--- src/rtl/sb_pkg.sv ---
package sb_pkg;

    typedef enum logic [1:0] {
        ST_IDLE = 2'd0,
        ST_WAIT = 2'd1,
        ST_EXEC = 2'd2,
        ST_DONE = 2'd3
    } stage_e;

    typedef enum logic [1:0] {
        CL_INT = 2'd0,
        CL_MUL = 2'd1,
        CL_ADD = 2'd2,
        CL_DIV = 2'd3
    } class_e;

    // unit numbering: integer first, then the multipliers, then add, then divide
    function automatic logic [1:0] unit_class(input int idx, input int num_mul);
        if (idx == 0)                 return CL_INT;
        else if (idx <= num_mul)      return CL_MUL;
        else if (idx == num_mul + 1)  return CL_ADD;
        else                          return CL_DIV;
    endfunction

endpackage

--- src/rtl/sb_issue_sel.sv ---
module sb_issue_sel #(
    parameter int NUM_MUL = 2,
    parameter int NUM_FU  = NUM_MUL + 3,
    parameter int UIDX_W  = $clog2(NUM_FU)
) (
    input  logic [NUM_FU-1:0] busy,
    input  logic [1:0]        cls,
    output logic              found,
    output logic [UIDX_W-1:0] idx
);
    import sb_pkg::*;

    // scan downward so the lowest matching idle unit is the last assignment
    always_comb begin
        found = 1'b0;
        idx   = '0;
        for (int i = NUM_FU - 1; i >= 0; i--) begin
            if (!busy[i] && unit_class(i, NUM_MUL) == cls) begin
                found = 1'b1;
                idx   = UIDX_W'(i);
            end
        end
    end

endmodule

--- src/rtl/sb_rd_ctl.sv ---
module sb_rd_ctl #(
    parameter int NUM_FU = 5
) (
    input  logic [NUM_FU-1:0] waiting,
    input  logic [NUM_FU-1:0] rj,
    input  logic [NUM_FU-1:0] rk,
    output logic [NUM_FU-1:0] grant
);
    for (genvar u = 0; u < NUM_FU; u++) begin : g_unit
        assign grant[u] = waiting[u] & rj[u] & rk[u];
    end

endmodule

--- src/rtl/sb_wb_arb.sv ---
module sb_wb_arb #(
    parameter int NUM_FU = 5,
    parameter int REG_W  = 5,
    parameter int UIDX_W = $clog2(NUM_FU)
) (
    input  logic [NUM_FU-1:0]            req,
    input  logic [NUM_FU-1:0]            busy,
    input  logic [NUM_FU-1:0]            rj,
    input  logic [NUM_FU-1:0]            rk,
    input  logic [NUM_FU-1:0][REG_W-1:0] fi,
    input  logic [NUM_FU-1:0][REG_W-1:0] fj,
    input  logic [NUM_FU-1:0][REG_W-1:0] fk,
    output logic [NUM_FU-1:0]            grant,
    output logic                         any,
    output logic [UIDX_W-1:0]            idx
);
    logic [NUM_FU-1:0] blocked;

    // a pending, not yet read source equal to this destination holds the write
    for (genvar u = 0; u < NUM_FU; u++) begin : g_war
        always_comb begin
            blocked[u] = 1'b0;
            for (int f = 0; f < NUM_FU; f++) begin
                if (f != u && busy[f] &&
                    ((fj[f] == fi[u] && rj[f]) || (fk[f] == fi[u] && rk[f])))
                    blocked[u] = 1'b1;
            end
        end
    end

    always_comb begin
        grant = '0;
        any   = 1'b0;
        idx   = '0;
        for (int u = NUM_FU - 1; u >= 0; u--) begin
            if (req[u] && !blocked[u]) begin
                any = 1'b1;
                idx = UIDX_W'(u);
            end
        end
        if (any) grant[idx] = 1'b1;
    end

endmodule

--- src/rtl/sb_scoreboard.sv ---
module sb_scoreboard #(
    parameter int NUM_REGS = 32,
    parameter int NUM_MUL  = 2,
    parameter int OP_W     = 4,
    parameter int NUM_FU   = NUM_MUL + 3,
    parameter int REG_W    = $clog2(NUM_REGS),
    parameter int UIDX_W   = $clog2(NUM_FU)
) (
    input  logic                   clk,
    input  logic                   rst_n,
    input  logic                   iss_valid,
    input  logic [1:0]             iss_class,
    input  logic [OP_W-1:0]        iss_op,
    input  logic [REG_W-1:0]       iss_dst,
    input  logic [REG_W-1:0]       iss_src1,
    input  logic [REG_W-1:0]       iss_src2,
    output logic                   iss_accept,
    output logic [UIDX_W-1:0]      iss_unit,
    output logic [NUM_FU-1:0]      rd_grant,
    input  logic [NUM_FU-1:0]      exec_done,
    output logic [NUM_FU-1:0]      wr_grant,
    output logic [REG_W-1:0]       wr_reg,
    output logic [2*NUM_FU-1:0]    fu_stage,
    output logic [OP_W*NUM_FU-1:0] fu_op
);
    import sb_pkg::*;

    // producer tag: 0 means no pending writer, unit u is tag u+1
    localparam int TAG_W = $clog2(NUM_FU + 1);

    typedef struct packed {
        logic             busy;
        stage_e           stage;
        logic [OP_W-1:0]  op;
        logic [REG_W-1:0] fi;
        logic [REG_W-1:0] fj;
        logic [REG_W-1:0] fk;
        logic [TAG_W-1:0] qj;
        logic [TAG_W-1:0] qk;
        logic             rj;
        logic             rk;
    } fu_rec_t;

    typedef struct packed {
        fu_rec_t [NUM_FU-1:0]              fu;
        logic [NUM_REGS-1:0][TAG_W-1:0]    owner;
    } sb_state_t;

    sb_state_t st_d, st_q;

    logic [NUM_FU-1:0]            busy_v, rj_v, rk_v, wait_v, done_v;
    logic [NUM_FU-1:0][REG_W-1:0] fi_v, fj_v, fk_v;
    logic                         free_found;
    logic [UIDX_W-1:0]            free_idx;
    logic                         wr_any;
    logic [UIDX_W-1:0]            wr_idx;
    logic [TAG_W-1:0]             wr_tag;

    always_comb begin
        for (int u = 0; u < NUM_FU; u++) begin
            busy_v[u] = st_q.fu[u].busy;
            rj_v[u]   = st_q.fu[u].rj;
            rk_v[u]   = st_q.fu[u].rk;
            wait_v[u] = st_q.fu[u].stage == ST_WAIT;
            done_v[u] = st_q.fu[u].stage == ST_DONE;
            fi_v[u]   = st_q.fu[u].fi;
            fj_v[u]   = st_q.fu[u].fj;
            fk_v[u]   = st_q.fu[u].fk;
        end
    end

    sb_issue_sel #(.NUM_MUL(NUM_MUL), .NUM_FU(NUM_FU), .UIDX_W(UIDX_W)) u_sel (
        .busy  (busy_v),
        .cls   (iss_class),
        .found (free_found),
        .idx   (free_idx)
    );

    sb_rd_ctl #(.NUM_FU(NUM_FU)) u_rd (
        .waiting (wait_v),
        .rj      (rj_v),
        .rk      (rk_v),
        .grant   (rd_grant)
    );

    sb_wb_arb #(.NUM_FU(NUM_FU), .REG_W(REG_W), .UIDX_W(UIDX_W)) u_wb (
        .req   (done_v),
        .busy  (busy_v),
        .rj    (rj_v),
        .rk    (rk_v),
        .fi    (fi_v),
        .fj    (fj_v),
        .fk    (fk_v),
        .grant (wr_grant),
        .any   (wr_any),
        .idx   (wr_idx)
    );

    assign wr_tag     = TAG_W'(wr_idx) + TAG_W'(1);
    assign iss_accept = iss_valid && free_found && (st_q.owner[iss_dst] == '0);
    assign iss_unit   = free_idx;
    assign wr_reg     = wr_any ? st_q.fu[wr_idx].fi : '0;

    always_comb begin
        for (int u = 0; u < NUM_FU; u++) begin
            fu_stage[2*u +: 2]    = st_q.fu[u].stage;
            fu_op[OP_W*u +: OP_W] = st_q.fu[u].op;
        end
    end

    always_comb begin
        fu_rec_t nrec;
        st_d = st_q;
        nrec = '0;

        // write result: wake consumers, release register and unit
        if (wr_any) begin
            for (int f = 0; f < NUM_FU; f++) begin
                if (st_q.fu[f].qj == wr_tag) begin
                    st_d.fu[f].rj = 1'b1;
                    st_d.fu[f].qj = '0;
                end
                if (st_q.fu[f].qk == wr_tag) begin
                    st_d.fu[f].rk = 1'b1;
                    st_d.fu[f].qk = '0;
                end
            end
            st_d.owner[st_q.fu[wr_idx].fi] = '0;
            st_d.fu[wr_idx].busy  = 1'b0;
            st_d.fu[wr_idx].stage = ST_IDLE;
            st_d.fu[wr_idx].rj    = 1'b0;
            st_d.fu[wr_idx].rk    = 1'b0;
            st_d.fu[wr_idx].qj    = '0;
            st_d.fu[wr_idx].qk    = '0;
        end

        // read operands: consume ready flags, start execution
        for (int u = 0; u < NUM_FU; u++) begin
            if (rd_grant[u]) begin
                st_d.fu[u].stage = ST_EXEC;
                st_d.fu[u].rj    = 1'b0;
                st_d.fu[u].rk    = 1'b0;
            end
        end

        // execution complete
        for (int u = 0; u < NUM_FU; u++) begin
            if (exec_done[u] && st_q.fu[u].stage == ST_EXEC)
                st_d.fu[u].stage = ST_DONE;
        end

        // issue: fill the record, a producer writing now counts as done
        if (iss_accept) begin
            nrec.busy  = 1'b1;
            nrec.stage = ST_WAIT;
            nrec.op    = iss_op;
            nrec.fi    = iss_dst;
            nrec.fj    = iss_src1;
            nrec.fk    = iss_src2;
            nrec.qj    = st_q.owner[iss_src1];
            nrec.qk    = st_q.owner[iss_src2];
            if (wr_any && nrec.qj == wr_tag) nrec.qj = '0;
            if (wr_any && nrec.qk == wr_tag) nrec.qk = '0;
            nrec.rj    = nrec.qj == '0;
            nrec.rk    = nrec.qk == '0;
            st_d.fu[free_idx]     = nrec;
            st_d.owner[iss_dst]   = TAG_W'(free_idx) + TAG_W'(1);
        end
    end

    always_ff @(posedge clk) begin
        if (!rst_n) st_q <= '0;
        else        st_q <= st_d;
    end

endmodule

--- config.mk ---
export PLATFORM = sky130hd
export DESIGN_NAME = sb_scoreboard
export DESIGN_NICKNAME = d
export VERILOG_FILES = /design/src/rtl/sb_pkg.sv /design/src/rtl/sb_issue_sel.sv /design/src/rtl/sb_rd_ctl.sv /design/src/rtl/sb_wb_arb.sv /design/src/rtl/sb_scoreboard.sv
export SDC_FILE = /design/constraint.sdc
export NUM_CORES = 1
export LEC_CHECK = 0
export ABC_AREA = 1
export BUFFER_PORTS_ARGS = -buffer_cell sky130_fd_sc_hd__buf_2
export CAP_MARGIN = 20
export CELL_PAD_IN_SITES_DETAIL_PLACEMENT = 0
export CELL_PAD_IN_SITES_GLOBAL_PLACEMENT = 2
export CORE_ASPECT_RATIO = 1.25
export CORE_UTILIZATION = 34
export DETAILED_ROUTE_END_ITERATION = 6
export MAX_ROUTING_LAYER = met4
export PLACE_DENSITY = 0.9
export SYNTH_ARGS = -nofsm -noshare
export SYNTH_HDL_FRONTEND = slang
export SYNTH_SLANG_ARGS = --single-unit
--- constraint.sdc ---
create_clock -name clk -period 3.5 [get_ports clk]
set_input_delay 0.35 -clock clk [delete_from_list [all_inputs] [get_ports clk]]
set_output_delay 0.35 -clock clk [all_outputs]
set_load 0.02 [all_outputs]
==> results.ini <==
[clocking]
cts_buffers = 29
cts.sinks = 246
path_clk_slew_ns = 0.06
clockRootBuffer = clkbuf_16
clockBufferDepth = 3
htreeDepth = 1
cts_tree = done
clock_latency_ns = 0.60

[timing]
fmax_ghz = 0.288
fin_skew_ns = 0.0190
hold-worst-slack_ns = 0.0455
totalNegativeSetupSlack_ns = 0
min_period_ns = 3.47
period_share_pct = 99.3
final_hold_viol_count = 0
finalSetupViolCount = 0
slew_violations = 0
slew_headroom_pct = 44.3
worstMarginPinSlew_ns = 0.829

[yosys]
yosysWarnings = 0
netlist.top_cell.by_area = dfxtp_1
synth_cell_types = 44
synth_flop_cell = dfxtp_1
ys_seq_elements = 246
syn_area_um2 = 15100
async_reset_ff_share_pct = 0
synthCells = 2445
synth_top_area_share_pct = 32.7
synthTopCellsByArea = dfxtp_1 33%, nand2_1 18%, a21oi_1 6.9%, nor2_1 6.7%, o21ai_0 5.5%
synth_nets = 2476
syn_area_per_cell_um2 = 6.17
ys_seq_area_share_pct = 32.7
synth_edf_count = 0

[global_route]
grt_pass1_vias = 16700
overflow = 0
grt_usage_pct = 31.7
grt_pass1_wl_um = 105000
antenna_found_initial = 2
grt_max_degree = 84

[critical_path]
path_common_cell = nand2_1
worstPathRequired_ns = 3.15
slowest_delay_ns = 0.34
arrival_ns = 3.12
worst_setup_path_start_kind = register
crit_slowest_cell = dfxtp_1
worstSetupEndpointType = output port
crit_fanout = 9
worstSetupPathType = register to output port
path_cells = buf_4 > o21ai_0 > nor2_1 > nand3_1 > nand2_1 > nand2_1 > nand3_1 > nor2_2 > nor2_4 > nand2_1 > nor2_4 > nand2_1 > a21boi_2 > nor2_2 > buf_4

[place]
placed_area_um2 = 16500
numPortBuffers = 77
hpwl_um = 50300
place.gp.congestion = 1.02
dp_cells = 3062

[power_and_ir_drop]
power.total_w = 0.00727
p_per_area_nw_per_um2 = 405
p_leak_nw = 7.48
vdd_drop_max_mv = 0.443

[floorplanning]
rows = 85
io_pins = 78
die_h_um = 237
initial_core_util_pct = 34.8
coreArea_um2 = 43400
die_area_um2 = 45200
die_w_um = 190

[cells_and_area]
fillers = 4604
fin_cells = 3133
postLayoutCellArea_um2 = 17900
syn2layout_area_growth_pct = 19.0
fin_nets = 2573
layout-drive-gt1-share_pct = 15.0

[route]
ant_nets = 0
drt-initial-drc-count = 1715
dr.pass1.iters = 6
drc_errors = 0
num_vias = 17800
wl_um = 70500
routedWlPerCell_um = 22.5
drt-vias-per-instance = 5.69

[hold_path]
hold_path.class = input pin to register

[flow_run]
drv_cap = 0

[status]
status = finished clean

[flip-flops by register name, indices dropped and copies added (netlist names)]
| register | cells |
|---|---|
| fu_op | 20 |
| fj_v | 25 |
| busy_v | 5 |
| rk_v | 5 |
| fu_stage | 10 |
| st_q | 126 |
| fi_v | 25 |
| rj_v | 5 |
| fk_v | 25 |
[worst max-delay path, delay by kind of cell, from the launching register on]
kind | cells | cell delay [ns]
buf+inv | 2 | 0.42
simple gates | 11 | 1.43
flops | 1 | 0.34
compound gates | 2 | 0.30
[metal layers]
layer	share of wire, %	GRT usage [%]	vias up
met5	0	-	-
met4	7.4	21.5	0
met3	6.9	4.62	273
met2	47	51.2	891
met1	39	36.3	8380
li1	-	-	8277
[metrics by stage]
stage	worst slack, ns	util [%]
floorplan	0.418	-
finish	0.0261	41.3
global placement	0.243	38.0
global route	-0.0385	41.3
detailed placement	0.179	38.0
CTS	0.00985	40.5
[where the power goes]
group	switching, W	leakage, nW	internal [W]
Sequential	0.000105	2.00	0.00288
Combinational	0.000846	5.00	0.000363
Clock	0.00131	0.477	0.00177
Total	0.00226	7.48	0.00501
[synth_stat cells (7+ instances only)]
cell type,number
buf_2,31
a21oi_1,207
buf_1,8
nor2_1,270
o21ai_0,166
nor2_2,13
o22ai_1,123
nor3_1,29
buf_4,35
nand4_1,7
nand2_1,727
xnor2_1,18
dfxtp_1,246
o31ai_1,33
clkbuf_1,67
xor2_1,18
o21ai_1,14
inv_2,13
inv_1,192
nand3_1,139
nand2_2,8
o211ai_1,23
[cells by family after synthesis]
family	share of synthesized area, %
AND/OR/NAND/NOR	32.7
AO/OA/AOI/OAI	22.3
buffers and inverters	10.1
flip-flops	32.7
XOR/XNOR	2.09
adder cells (fa/ha/maj)	0.166
[final timing paths]
path	start	end	slack, ns	cells past startpoint
worst min-delay path	exec_done[2]	fu_stage[4]$_SDFF_PN0_	0.05	3
worst max register to register	fi_v[8]$_SDFFE_PN0P_	st_q[100]$_SDFF_PN0_	0.30	20
worst max-delay path	fi_v[14]$_SDFFE_PN0P_	wr_reg[3]	0.03	15
worst min register to register	fu_op[5]$_SDFFE_PN0P_	fu_op[5]$_SDFFE_PN0P_	0.45	2
[cell usage in the layout, fill, tap and decap left out, types with 7 or more instances in the layout]
cell type and instances:
nand4_1 7, nand3_1 132, nor2_2 19, clkinvlp_4 7, o21ai_0 160, nand2_1 716, dfxtp_2 23, buf_4 111
inv_2 20, nor2_4 10, dfxtp_1 221, buf_12 14, o211ai_1 23, inv_1 175, o21ai_1 20, nand2_2 15
clkinv_2 9, o31ai_1 33, nor2_1 258, buf_2 72, xor2_1 17, a21oi_1 207, clkbuf_8 8, nand3_2 7
o22ai_1 123, clkbuf_16 30, nor3_1 27, buf_6 10, xnor2_1 18
[timing repair]
| action | in CTS | in global routing |
|---|---|---|
| pin swaps | 4 | 12 |
| setup buffers | 6 | 7 |
| hold buffers | 0 | 0 |
| resized for setup | 34 | 85 |
| cloned | 0 | 1 |
| setup endpoints to repair | 5 | 13 |
[cell type report]
type	instances	area, µm²	area share (%)
Tap cell	565	707	3.94
Clock buffer	43	858	4.79
Antenna cell	3	7.51	0.0419
Timing Repair Buffer	210	1640	9.15
Multi-Input combinational cell	1844	8840	49.3
Clock inverter	11	97.6	0.544
Sequential cell	246	4960	27.7
Inverter	211	826	4.60
Power figures use the tool's default switching activity.
